`config.mk`:
```
export PLATFORM = sky130hd
export DESIGN_NAME = bcd_calendar
export DESIGN_NICKNAME = d
export VERILOG_FILES = /design/src/rtl/bcd_cal_pkg.sv /design/src/rtl/cal_bcd_step.sv /design/src/rtl/cal_hour_step.sv /design/src/rtl/cal_month_last.sv /design/src/rtl/bcd_calendar.sv
export SDC_FILE = /design/constraint.sdc
export NUM_CORES = 1
export LEC_CHECK = 0
export BUFFER_PORTS_ARGS = -buffer_cell sky130_fd_sc_hd__buf_2
export CAP_MARGIN = 15
export CORE_UTILIZATION = 52
export DETAILED_ROUTE_END_ITERATION = 16
export GPL_ROUTABILITY_DRIVEN = 0
export PLACE_DENSITY = 0.66
export SLEW_MARGIN = 40
export SYNTH_ARGS = -nofsm -noshare
export SYNTH_HDL_FRONTEND = slang
export SYNTH_SLANG_ARGS = --single-unit
```
`constraint.sdc`:
```
create_clock -name clk -period 3.83 [get_ports clk]
set_input_delay 0.766 -clock clk [delete_from_list [all_inputs] [get_ports clk]]
set_output_delay 0.766 -clock clk [all_outputs]
set_load 0.02 [all_outputs]
```
`src/rtl/bcd_cal_pkg.sv`:
```
package bcd_cal_pkg;

   localparam int FIELD_CNT = 7;

   typedef enum logic [2:0] {
      FX_SEC   = 3'd0,
      FX_MIN   = 3'd1,
      FX_HOUR  = 3'd2,
      FX_WDAY  = 3'd3,
      FX_DATE  = 3'd4,
      FX_MONTH = 3'd5,
      FX_YEAR  = 3'd6,
      FX_NONE  = 3'd7
   } field_e;

   // add one to a two-digit BCD byte (no range limit)
   function automatic logic [7:0] bcd_incr(input logic [7:0] v);
      logic [7:0] r;
      if (v[3:0] >= 4'd9) r = {v[7:4] + 4'd1, 4'd0};
      else                r = {v[7:4], v[3:0] + 4'd1};
      return r;
   endfunction

   // bits that a field keeps; all others read back as zero
   function automatic logic [7:0] field_mask(input logic [2:0] idx);
      logic [7:0] m;
      case (idx)
         FX_SEC, FX_MIN, FX_HOUR: m = 8'h7F;
         FX_WDAY:                 m = 8'h07;
         FX_DATE:                 m = 8'h3F;
         FX_MONTH:                m = 8'h1F;
         FX_YEAR:                 m = 8'hFF;
         default:                 m = 8'h00;
      endcase
      return m;
   endfunction

endpackage

```
`src/rtl/cal_bcd_step.sv`:
```
module cal_bcd_step #(
   parameter int           DW    = 8,
   parameter logic [DW-1:0] FLOOR = '0
) (
   input  logic [DW-1:0] cur_i,
   input  logic [DW-1:0] top_i,
   output logic [DW-1:0] nxt_o,
   output logic          wrap_o
);
   generate
      if (DW != 8) begin : g_bad_width
         $error("cal_bcd_step supports two BCD digits only");
      end
   endgenerate

   always_comb begin
      wrap_o = (cur_i >= top_i);
      nxt_o  = wrap_o ? FLOOR : bcd_cal_pkg::bcd_incr(cur_i);
   end
endmodule

```
`src/rtl/cal_hour_step.sv`:
```
module cal_hour_step (
   input  logic [7:0] hr_i,
   output logic [7:0] hr_o,
   output logic       day_o
);
   logic [7:0] cnt;
   logic [7:0] res;
   logic       pm_n;

   always_comb begin
      day_o = 1'b0;
      pm_n  = hr_i[5];
      res   = 8'h00;
      cnt   = 8'h00;
      if (hr_i[6]) begin
         // 12-hour count lives in bits 4..0, bit 5 is the PM flag
         cnt = {3'b000, hr_i[4:0]};
         if (cnt == 8'h11) begin
            res   = 8'h12;
            pm_n  = ~hr_i[5];
            day_o = hr_i[5];
         end else if (cnt >= 8'h12) begin
            res = 8'h01;
         end else begin
            res = bcd_cal_pkg::bcd_incr(cnt);
         end
         hr_o = {1'b0, 1'b1, pm_n, res[4:0]};
      end else begin
         cnt = {2'b00, hr_i[5:0]};
         if (cnt >= 8'h23) begin
            res   = 8'h00;
            day_o = 1'b1;
         end else begin
            res = bcd_cal_pkg::bcd_incr(cnt);
         end
         hr_o = {2'b00, res[5:0]};
      end
   end
endmodule

```
`src/rtl/cal_month_last.sv`:
```
module cal_month_last (
   input  logic [7:0] month_i,
   input  logic [7:0] year_i,
   output logic [7:0] last_o
);
   logic [1:0] rem4;
   logic       leap;

   always_comb begin
      // 10 is 2 mod 4, so the year mod 4 is (2*tens + units) mod 4
      rem4 = {year_i[4], 1'b0} + year_i[1:0];
      leap = (rem4 == 2'd0);
      case (month_i)
         8'h02:                      last_o = leap ? 8'h29 : 8'h28;
         8'h04, 8'h06, 8'h09, 8'h11: last_o = 8'h30;
         default:                    last_o = 8'h31;
      endcase
   end
endmodule

```
`src/rtl/bcd_calendar.sv`:
```
module bcd_calendar #(
   parameter int DATA_W = 8,
   parameter int IDX_W  = 3,
   parameter bit RD_REG = 1'b0
) (
   input  logic              clk,
   input  logic              rst_n,
   input  logic              tick_i,
   input  logic              wr_en_i,
   input  logic [IDX_W-1:0]  wr_idx_i,
   input  logic [DATA_W-1:0] wr_data_i,
   input  logic [IDX_W-1:0]  rd_idx_i,
   output logic [DATA_W-1:0] rd_data_o
);
   import bcd_cal_pkg::*;

   localparam int NF = FIELD_CNT;

   generate
      if (DATA_W != 8) begin : g_bad_dw
         $error("bcd_calendar needs DATA_W of 8");
      end
      if ((1 << IDX_W) < NF) begin : g_bad_iw
         $error("bcd_calendar IDX_W too small for seven fields");
      end
   endgenerate

   logic [DATA_W-1:0] regs_q [NF];
   logic [DATA_W-1:0] upd    [NF];

   logic [7:0] sec_n, min_n, hr_n, wday_n, date_n, mon_n, yr_n;
   logic       sec_w, min_w, hr_day, wday_w, date_w, mon_w, yr_w;
   logic [7:0] last_date;
   logic       go_min, go_hr, go_day, go_mon, go_yr;

   cal_month_last u_last (
      .month_i (regs_q[FX_MONTH]),
      .year_i  (regs_q[FX_YEAR]),
      .last_o  (last_date)
   );

   cal_bcd_step #(.FLOOR(8'h00)) u_sec (
      .cur_i(regs_q[FX_SEC]), .top_i(8'h59), .nxt_o(sec_n), .wrap_o(sec_w));
   cal_bcd_step #(.FLOOR(8'h00)) u_min (
      .cur_i(regs_q[FX_MIN]), .top_i(8'h59), .nxt_o(min_n), .wrap_o(min_w));
   cal_hour_step u_hour (
      .hr_i(regs_q[FX_HOUR]), .hr_o(hr_n), .day_o(hr_day));
   cal_bcd_step #(.FLOOR(8'h01)) u_wday (
      .cur_i(regs_q[FX_WDAY]), .top_i(8'h07), .nxt_o(wday_n), .wrap_o(wday_w));
   cal_bcd_step #(.FLOOR(8'h01)) u_date (
      .cur_i(regs_q[FX_DATE]), .top_i(last_date), .nxt_o(date_n), .wrap_o(date_w));
   cal_bcd_step #(.FLOOR(8'h01)) u_mon (
      .cur_i(regs_q[FX_MONTH]), .top_i(8'h12), .nxt_o(mon_n), .wrap_o(mon_w));
   cal_bcd_step #(.FLOOR(8'h00)) u_year (
      .cur_i(regs_q[FX_YEAR]), .top_i(8'h99), .nxt_o(yr_n), .wrap_o(yr_w));

   // carry chain from seconds up to the year
   always_comb begin
      go_min = tick_i & sec_w;
      go_hr  = go_min & min_w;
      go_day = go_hr  & hr_day;
      go_mon = go_day & date_w;
      go_yr  = go_mon & mon_w;

      upd[FX_SEC]   = tick_i ? sec_n  : regs_q[FX_SEC];
      upd[FX_MIN]   = go_min ? min_n  : regs_q[FX_MIN];
      upd[FX_HOUR]  = go_hr  ? hr_n   : regs_q[FX_HOUR];
      upd[FX_WDAY]  = go_day ? wday_n : regs_q[FX_WDAY];
      upd[FX_DATE]  = go_day ? date_n : regs_q[FX_DATE];
      upd[FX_MONTH] = go_mon ? mon_n  : regs_q[FX_MONTH];
      upd[FX_YEAR]  = go_yr  ? yr_n   : regs_q[FX_YEAR];
   end

   always_ff @(posedge clk or negedge rst_n) begin
      if (!rst_n) begin
         regs_q[FX_SEC]   <= 8'h00;
         regs_q[FX_MIN]   <= 8'h00;
         regs_q[FX_HOUR]  <= 8'h00;
         regs_q[FX_WDAY]  <= 8'h01;
         regs_q[FX_DATE]  <= 8'h01;
         regs_q[FX_MONTH] <= 8'h01;
         regs_q[FX_YEAR]  <= 8'h00;
      end else begin
         for (int i = 0; i < NF; i++) begin
            if (wr_en_i && (int'(wr_idx_i) == i))
               regs_q[i] <= wr_data_i & field_mask(3'(i));
            else
               regs_q[i] <= upd[i];
         end
      end
   end

   logic [DATA_W-1:0] rd_mux;
   always_comb begin
      rd_mux = '0;
      if (int'(rd_idx_i) < NF) rd_mux = regs_q[rd_idx_i];
   end

   generate
      if (RD_REG) begin : g_rd_flop
         logic [DATA_W-1:0] rd_q;
         always_ff @(posedge clk or negedge rst_n) begin
            if (!rst_n) rd_q <= '0;
            else        rd_q <= rd_mux;
         end
         assign rd_data_o = rd_q;
      end else begin : g_rd_comb
         assign rd_data_o = rd_mux;
      end
   endgenerate
endmodule

```
==> run_results.csv, run 1 <==
group,metric,value,unit
outcome,status,"finished, final reports clean",
cells_and_area,antenna-diode-count,0,
drt,dr.pass1.iters,5,
yosys,ys_top_cells_by_count,"sky130_fd_sc_hd__nand2_1 (54), sky130_fd_sc_hd__dfrtp_1 (52), sky130_fd_sc_hd__a21oi_1 (47), sky130_fd_sc_hd__nor2_1 (47), sky130_fd_sc_hd__ha_1 (42)",
clocking,clock_tree.root_cell,"sky130_fd_sc_hd__clkbuf_8",
yosys,syn-num-nets,580,
clocking,tritoncts,"yes",
clocking,post_cts_resized,0,
setup_path,crit_path_max_incr_delay,0.60,ns
power,clock_power_share,0.139,
clocking,cts_htree_levels,2,
setup_path,cp_top_family,"compound AO/OA/AOI/OAI gates",
setup_path,worst-path-buf-inv,1,
sta,timing.clock.skew,0.0131,ns
drt,detail-route-antenna-nets,0,
clocking,post_cts_hold_buffer_count,0,
setup_path,cp_cell_sequence,"inv_1, ha_1, o211ai_1, a21oi_1, a31oi_1, nor3_1, a21oi_1, ha_1, nor4b_1, o221ai_1, o2111a_1, o21ai_0, nand2_1, a31oi_1",
clocking,cts_num_sinks,55,
setup_path,critPathLaunchType,"flop",
die,core,8220,sq um
drt,routed_wirelength,12000,microns
drt,drt_first_iter_violations,333,
die,floorplan.die.height,94.3,microns
yosys,ys_async_sr_fraction,1.00,
hold_path,hold_path_class,"in2async",
cells_and_area,registers.top_by_ff_count,"regs_q",
clocking,post-cts-setup-buffer-count,0,
cells_and_area,layout_top_registers,"regs_q x55",
drt,detail_route.drc_violations,0,
setup_path,worst-path-max-fanout,9,
cells_and_area,post_layout_net_count,596,
sta,tightestPinTransition,0.686,ns
power,ir_drop,0.000282,V
cells_and_area,post_route_cells_drive_above_1_share,0.121,
global_routing,via_count_of_the_first_global_routing_pass,3704,
die,start_util,0.539,
drt,wl_per_cell,18.7,microns
yosys,synthDistinctLibCells,74,
yosys,yosys_warnings,0,
placed_design,place_hpwl,9160,microns
power,power_switching_share,0.446,
clocking,clock_path_buffers,2,
power,leakagePower,0.00213,uW
yosys,post_synth.cell_area_avg,8.52,sq um
yosys,netlist.top_cell.by_area,"sky130_fd_sc_hd__dfrtp_1",
clocking,cts.reportedPaths.clkPinSlew,0.10,ns
cells_and_area,n_fill_cell,759,
power,power.density,520,nW/um^2
setup_path,crit_path_end_kind,"flop",
sta,total_negative_setup_slacks,0,ns
die,pin_count,26,
die,num_rows,33,
cells_and_area,final_core_utilization,0.576,
global_routing,grt_pass1_wl,19100,microns
drt,via_count,4010,
sta,finalCriticalPeriod,3.30,ns
sta,final_hold_viol_count,0,
yosys,syn_inst,520,
yosys,synth_most_common_cell,"sky130_fd_sc_hd__nand2_1",
yosys,synth_seq_cells,55,
setup_path,worst-path-stages,14,
die,die_w,94.3,microns
global_routing,grt-ovfl-total,0,
sta,report.final.setup_viol,0,
setup_path,critPathKind,"reg2reg",
setup_path,arrival,3.54,ns
drt,drt-vias-per-instance,6.26,
yosys,seq_area_frac_synth,0.311,
yosys,syn-cell-area,4430,sq um
sta,finalCritPeriodShare,0.861,
yosys,number_of_flops_mapped_to_enable_cells_by_yosys,0,
sta,max_clock_freq,303,MHz
clocking,cts_made_buffers,5,
power,power.sequential.fraction,0.422,
yosys,ys.flop_type,"sky130_fd_sc_hd__dfrtp_1",
yosys,ys_top_cells_by_area,"sky130_fd_sc_hd__dfrtp_1 (29%), sky130_fd_sc_hd__ha_1 (12%), sky130_fd_sc_hd__a21oi_1 (5.3%)",
yosys,yosys.area.top_type_share,0.294,
global_routing,grt_antenna_before_repair,0,
sta,worst_slew_margin,0.539,
sta,grt_setup_unrepaired,"false",
cells_and_area,syn_to_final_growth,6.78,%
clocking,clk_latency,0.32,ns
setup_path,crit_required,4.07,ns
global_routing,grt_start_max_net_pins,37,
placed_design,port_buffers,25,
flow_run,maxCapViolCount,0,
die,fp.dieArea,8890,sq um
power,internal_power,1360,uW
power,net-switching-power,1100,uW
cells_and_area,flip_flop_count_of_the_largest_register_after_layout,55,
power,p_comb_frac,0.439,
global_routing,global_route.usage.total,0.285,
sta,timing.final.max_slew_violations,0,
setup_path,critical_path.slowest_cell,"sky130_fd_sc_hd__dfstp_2",
setup_path,worstRegToRegCells,14,
[metal layers]
metal  vias to the layer above  global-route usage  share of wire  routed length (microns)
li1                       1923                   -              -                        -
met1                      1953               0.415           0.47                     5690
met2                       118               0.446           0.46                     5480
met3                        16              0.0340          0.054                      644
met4                         0              0.0756          0.016                      197
met5                         -                   0              0                        0
[layout by cell type (no fill, tap or decap), types with 4 or more instances in the layout]
| cell type | count |
|---|---|
| sky130_fd_sc_hd__o21ai_0 | 41 |
| sky130_fd_sc_hd__nor3_1 | 10 |
| sky130_fd_sc_hd__a22oi_1 | 11 |
| sky130_fd_sc_hd__buf_4 | 6 |
| sky130_fd_sc_hd__and2_1 | 7 |
| sky130_fd_sc_hd__nand4b_1 | 4 |
| sky130_fd_sc_hd__nor3b_1 | 7 |
| sky130_fd_sc_hd__a31oi_1 | 6 |
| sky130_fd_sc_hd__nand3_1 | 12 |
| sky130_fd_sc_hd__o31ai_1 | 5 |
| sky130_fd_sc_hd__nand4_1 | 4 |
| sky130_fd_sc_hd__nor2_1 | 47 |
| sky130_fd_sc_hd__dfrtp_1 | 52 |
| sky130_fd_sc_hd__and3_1 | 5 |
| sky130_fd_sc_hd__buf_2 | 24 |
| sky130_fd_sc_hd__ha_1 | 42 |
| sky130_fd_sc_hd__clkbuf_8 | 6 |
| sky130_fd_sc_hd__inv_1 | 36 |
| sky130_fd_sc_hd__mux2i_1 | 10 |
| sky130_fd_sc_hd__o21ai_1 | 4 |
| sky130_fd_sc_hd__mux4_2 | 7 |
| sky130_fd_sc_hd__a21oi_1 | 47 |
| sky130_fd_sc_hd__nor2b_1 | 6 |
| sky130_fd_sc_hd__nand2_1 | 54 |
[final timing paths]
| check | endpoint | from | slack [ns] |
|---|---|---|---|
| min in group clk | regs_q[47]$_DFFE_PN0P_ | regs_q[47]$_DFFE_PN0P_ | 0.53 |
| max in group asynchronous | regs_q[16]$_DFFE_PN1P_ | rst_n | 2.71 |
| worst min-delay path | regs_q[32]$_DFFE_PN0P_ | rst_n | 0.40 |
| worst min register to register | regs_q[47]$_DFFE_PN0P_ | regs_q[47]$_DFFE_PN0P_ | 0.53 |
| worst max-delay path | regs_q[10]$_DFFE_PN0P_ | regs_q[8]$_DFFE_PN1P_ | 0.53 |
| worst max register to register | regs_q[10]$_DFFE_PN0P_ | regs_q[8]$_DFFE_PN1P_ | 0.53 |
[stage by stage]
step / setup slack [ns] / instance area, sq um / std cells / hold WS (ns) / power [uW]
CTS: 0.604 / 4730 / 641 / 0.420 / 2450
detailed placement: 0.618 / 4640 / 634 / 0.515 / 2110
finish: 0.532 / 4730 / 641 / 0.403 / 2460
global route: 0.339 / 4730 / 641 / 0.435 / 2660
global placement: 0.721 / 4640 / 634 / 0.512 / 2080
floorplan: 0.952 / 4430 / 520 / 0.470 / 1790
[power groups by stage]
stage,sequential (uW),combinational [uW],clock (uW)
floorplan,929,857,0
global placement,1030,1040,0
detailed placement,1040,1070,0
CTS,1030,1080,347
global route,1070,1220,372
finish,1040,1080,343
[worst reg2reg max path, cell delays in order (launching register included)]
cell and delay [ns]:
sky130_fd_sc_hd__dfstp_2 0.60, sky130_fd_sc_hd__inv_1 0.10, sky130_fd_sc_hd__ha_1 0.24, sky130_fd_sc_hd__o211ai_1 0.16
sky130_fd_sc_hd__a21oi_1 0.08, sky130_fd_sc_hd__a31oi_1 0.15, sky130_fd_sc_hd__nor3_1 0.08, sky130_fd_sc_hd__a21oi_1 0.16
sky130_fd_sc_hd__ha_1 0.24, sky130_fd_sc_hd__nor4b_1 0.38, sky130_fd_sc_hd__o221ai_1 0.29, sky130_fd_sc_hd__o2111a_1 0.33
sky130_fd_sc_hd__o21ai_0 0.13, sky130_fd_sc_hd__nand2_1 0.08, sky130_fd_sc_hd__a31oi_1 0.20
[kinds of logic (layout without fill, tap and decap cells)]
kind of cell / count (synthesis) / count (layout) / share of synthesized area
flip-flops: 55 / 55 / 0.311
AO/OA/AOI/OAI: 157 / 157 / 0.228
buffers and inverters: 57 / 73 / 0.0520
adder cells (fa/ha/maj): 42 / 42 / 0.119
AND/OR/NAND/NOR: 187 / 187 / 0.220
XOR/XNOR: 2 / 2 / 0.00395
multiplexers: 20 / 20 / 0.0658
[cell type report]
type / instances / area (sq um) / share of cell area
clock inverter: 1 / 5.00 / 0.00106
sequential: 55 / 1380 / 0.292
clock buffer: 6 / 82.6 / 0.0175
tap: 105 / 131 / 0.0278
timing repair buffer: 30 / 165 / 0.0349
inverter: 36 / 135 / 0.0286
multi-input combinational: 408 / 2830 / 0.599
Note: power is estimated with default switching activity, not from simulation.
==> run 2: changes to the inputs <==
==> constraint.sdc (replaced) <==
create_clock -name clk -period 3.5 [get_ports clk]
set_input_delay 0.7 -clock clk [delete_from_list [all_inputs] [get_ports clk]]
set_output_delay 0.7 -clock clk [all_outputs]
set_load 0.02 [all_outputs]
==> run 2 against run 1 <==
Compared with the run above: clock power up 10%; sequential power grew 9.6%; largest cell class unchanged; combinational power up 9%; hold slack worse by 0.11 ns; critical path depth unchanged; highest routed layer unchanged; non-clock buffer count is 2 higher; clock skew up 0.0025 ns; via count down 1.0%; final area up 0.45%; die area stayed put; routed wire length fell by 0.16%; critical endpoint is now regs_q[2]$_DFFE_PN0P_; critical path type unchanged; largest power group unchanged.
==> run_results.csv, run 2 (synthesis gave the netlist of run 1 again) <==
group,metric,value,unit
outcome,status,"finished, final reports clean",
cells_and_area,mostFrequentLayoutCell,"sky130_fd_sc_hd__nand2_1",
sta,finalCriticalPeriod,3.25,ns
power,overall_power,2700,uW
setup_path,worst-path-max-fanout,9,
power,power.density,568,nW/um^2
cells_and_area,flip_flop_count_of_the_largest_register_after_layout,55,
sta,worst_slew_margin,0.556,
sta,timing.final.max_slew_violations,0,
setup_path,arrival,3.47,ns
sta,tightestPinTransition,0.660,ns
power,ir_drop,0.000328,V
clocking,cts_num_sinks,55,
die,fp.dieArea,8890,sq um
clocking,post-cts-setup-buffer-count,0,
setup_path,critPathLaunchType,"flop",
drt,dr.pass1.iters,4,
sta,report.final.setup_viol,0,
sta,setup_ws,0.255,ns
clocking,tritoncts,"yes",
drt,detail_route.drc_violations,0,
sta,worst_case_hold_slack,0.293,ns
clocking,cts_htree_levels,2,
cells_and_area,seqCellArea,1380,sq um
cells_and_area,post_layout_net_count,598,
placed_design,port_buffers,25,
setup_path,crit_path_end_kind,"flop",
sta,finalCritPeriodShare,0.927,
cells_and_area,registers.top_by_ff_count,"regs_q",
global_routing,global_route.usage.total,0.290,
global_routing,via_count_of_the_first_global_routing_pass,3717,
drt,detail-route-antenna-nets,0,
clocking,post_cts_hold_buffer_count,0,
die,pin_count,26,
die,num_rows,33,
drt,drt-vias-per-instance,6.16,
die,core,8220,sq um
sta,final_hold_viol_count,0,
clocking,clock_tree.root_cell,"sky130_fd_sc_hd__clkbuf_8",
die,die_w,94.3,microns
flow_run,maxCapViolCount,0,
global_routing,grt_start_max_net_pins,25,
cells_and_area,final_cell_mix,"sky130_fd_sc_hd__nand2_1 (54), sky130_fd_sc_hd__dfrtp_1 (52), sky130_fd_sc_hd__nor2_1 (47), sky130_fd_sc_hd__a21oi_1 (47), sky130_fd_sc_hd__ha_1 (42)",
clocking,clk_latency,0.32,ns
sta,grt_setup_unrepaired,"false",
setup_path,crit_required,3.72,ns
placed_design,place_hpwl,9170,microns
drt,via_count,3970,
sta,timing.clock.skew,0.0156,ns
cells_and_area,multiInputGateArea,2830,sq um
drt,drt_first_iter_violations,260,
cells_and_area,syn_to_final_growth,7.26,%
setup_path,worstRegToRegCells,14,
power,leakagePower,0.00213,uW
drt,routed_wirelength,12000,microns
sta,total_negative_setup_slacks,0,ns
setup_path,critical_path.reg2reg.startpoint,"regs_q[8]$_DFFE_PN1P_",
clocking,cts.reportedPaths.clkPinSlew,0.11,ns
clocking,clock_path_buffers,2,
die,start_util,0.539,
global_routing,grt_antenna_before_repair,0,
cells_and_area,post_route_cells_drive_above_1_share,0.126,
cells_and_area,n_fill_cell,754,
hold_path,hold_path_class,"in2async",
setup_path,critPathKind,"reg2reg",
global_routing,grt-ovfl-total,0,
drt,wl_per_cell,18.6,microns
global_routing,grt_pass1_wl,19400,microns
setup_path,ff2ff_setup_slack,0.25,ns
die,floorplan.die.height,94.3,microns
cells_and_area,layout_top_registers,"regs_q x55",
cells_and_area,antenna-diode-count,0,
setup_path,timing.rr.end,"regs_q[2]$_DFFE_PN0P_",
clocking,cts_made_buffers,5,
placed_design,placement.setup.worst_slack,0.251,ns
sta,max_clock_freq,308,MHz
run 2: cell types whose count changed in the layout (fill, tap and decap cells not counted):
cell | previous run | this run
sky130_fd_sc_hd__buf_2 | 24 | 25
sky130_fd_sc_hd__buf_4 | 6 | 7
sky130_fd_sc_hd__clkbuf_1 | 0 | 1
sky130_fd_sc_hd__clkinv_2 | 1 | 0
sky130_fd_sc_hd__clkinv_4 | 0 | 1
sky130_fd_sc_hd__o2111a_1 | 1 | 0
sky130_fd_sc_hd__o2111a_2 | 0 | 1
run 2: worst max path at each step:
stage	cells past startpoint	to	from	slack (ns)
6_report	14	regs_q[2]$_DFFE_PN0P_	regs_q[8]$_DFFE_PN1P_	0.25
5_1_grt	14	regs_q[2]$_DFFE_PN0P_	regs_q[8]$_DFFE_PN1P_	0.02
4_1_cts	14	regs_q[2]$_DFFE_PN0P_	regs_q[8]$_DFFE_PN1P_	0.23
3_5_place_dp	14	regs_q[2]$_DFFE_PN0P_	regs_q[8]$_DFFE_PN1P_	0.25
3_3_place_gp	14	regs_q[2]$_DFFE_PN0P_	regs_q[8]$_DFFE_PN1P_	0.38
2_1_floorplan	14	regs_q[2]$_DFFE_PN0P_	regs_q[8]$_DFFE_PN1P_	0.63
run 2: critical path, cell delays in order (launching register included):
cell,delay [ns]
sky130_fd_sc_hd__dfstp_2,0.60
sky130_fd_sc_hd__inv_1,0.10
sky130_fd_sc_hd__ha_1,0.24
sky130_fd_sc_hd__o211ai_1,0.17
sky130_fd_sc_hd__a21oi_1,0.08
sky130_fd_sc_hd__a31oi_1,0.17
sky130_fd_sc_hd__nor3_1,0.08
sky130_fd_sc_hd__a21oi_1,0.18
sky130_fd_sc_hd__ha_1,0.25
sky130_fd_sc_hd__nor4b_1,0.33
sky130_fd_sc_hd__o221ai_1,0.27
sky130_fd_sc_hd__o2111ai_4,0.22
sky130_fd_sc_hd__o21a_1,0.27
sky130_fd_sc_hd__o21ai_1,0.09
sky130_fd_sc_hd__o311ai_1,0.08
run 2: timing repair:
action	in CTS	in global routing
resized for setup	0	1
setup endpoints to repair	0	4
endpoints found under the hold margin	0	0
run 2: metal layers:
metal	up-vias	global-route usage	share of wire	wire length [microns]
met5	-	0	0	0
met4	0	0.0692	0.016	188
met3	11	0.0348	0.054	653
met2	121	0.437	0.45	5370
met1	1911	0.439	0.48	5770
li1	1927	-	-	-
run 2: report_power, final:
group / leakage, uW / switching (uW) / internal [uW]
sequential: 0.000668 / 319 / 819
combinational: 0.00141 / 667 / 518
clock: 0.0000484 / 215 / 163
run 2: per-stage QoR:
step	area [sq um]	instances	utilization
after global placement	4650	636	0.566
after floorplan	4430	520	-
final	4750	644	0.578
after global routing	4750	644	0.578
after CTS	4750	644	0.578
after detailed placement	4660	636	0.567
run 2: final cells by class:
type | count | area share
Clock buffer | 7 | 0.0182
Clock inverter | 1 | 0.00184
Inverter | 36 | 0.0284
Multi-Input combinational cell | 408 | 0.596
Sequential cell | 55 | 0.290
Tap cell | 105 | 0.0276
Timing Repair Buffer | 32 | 0.0374
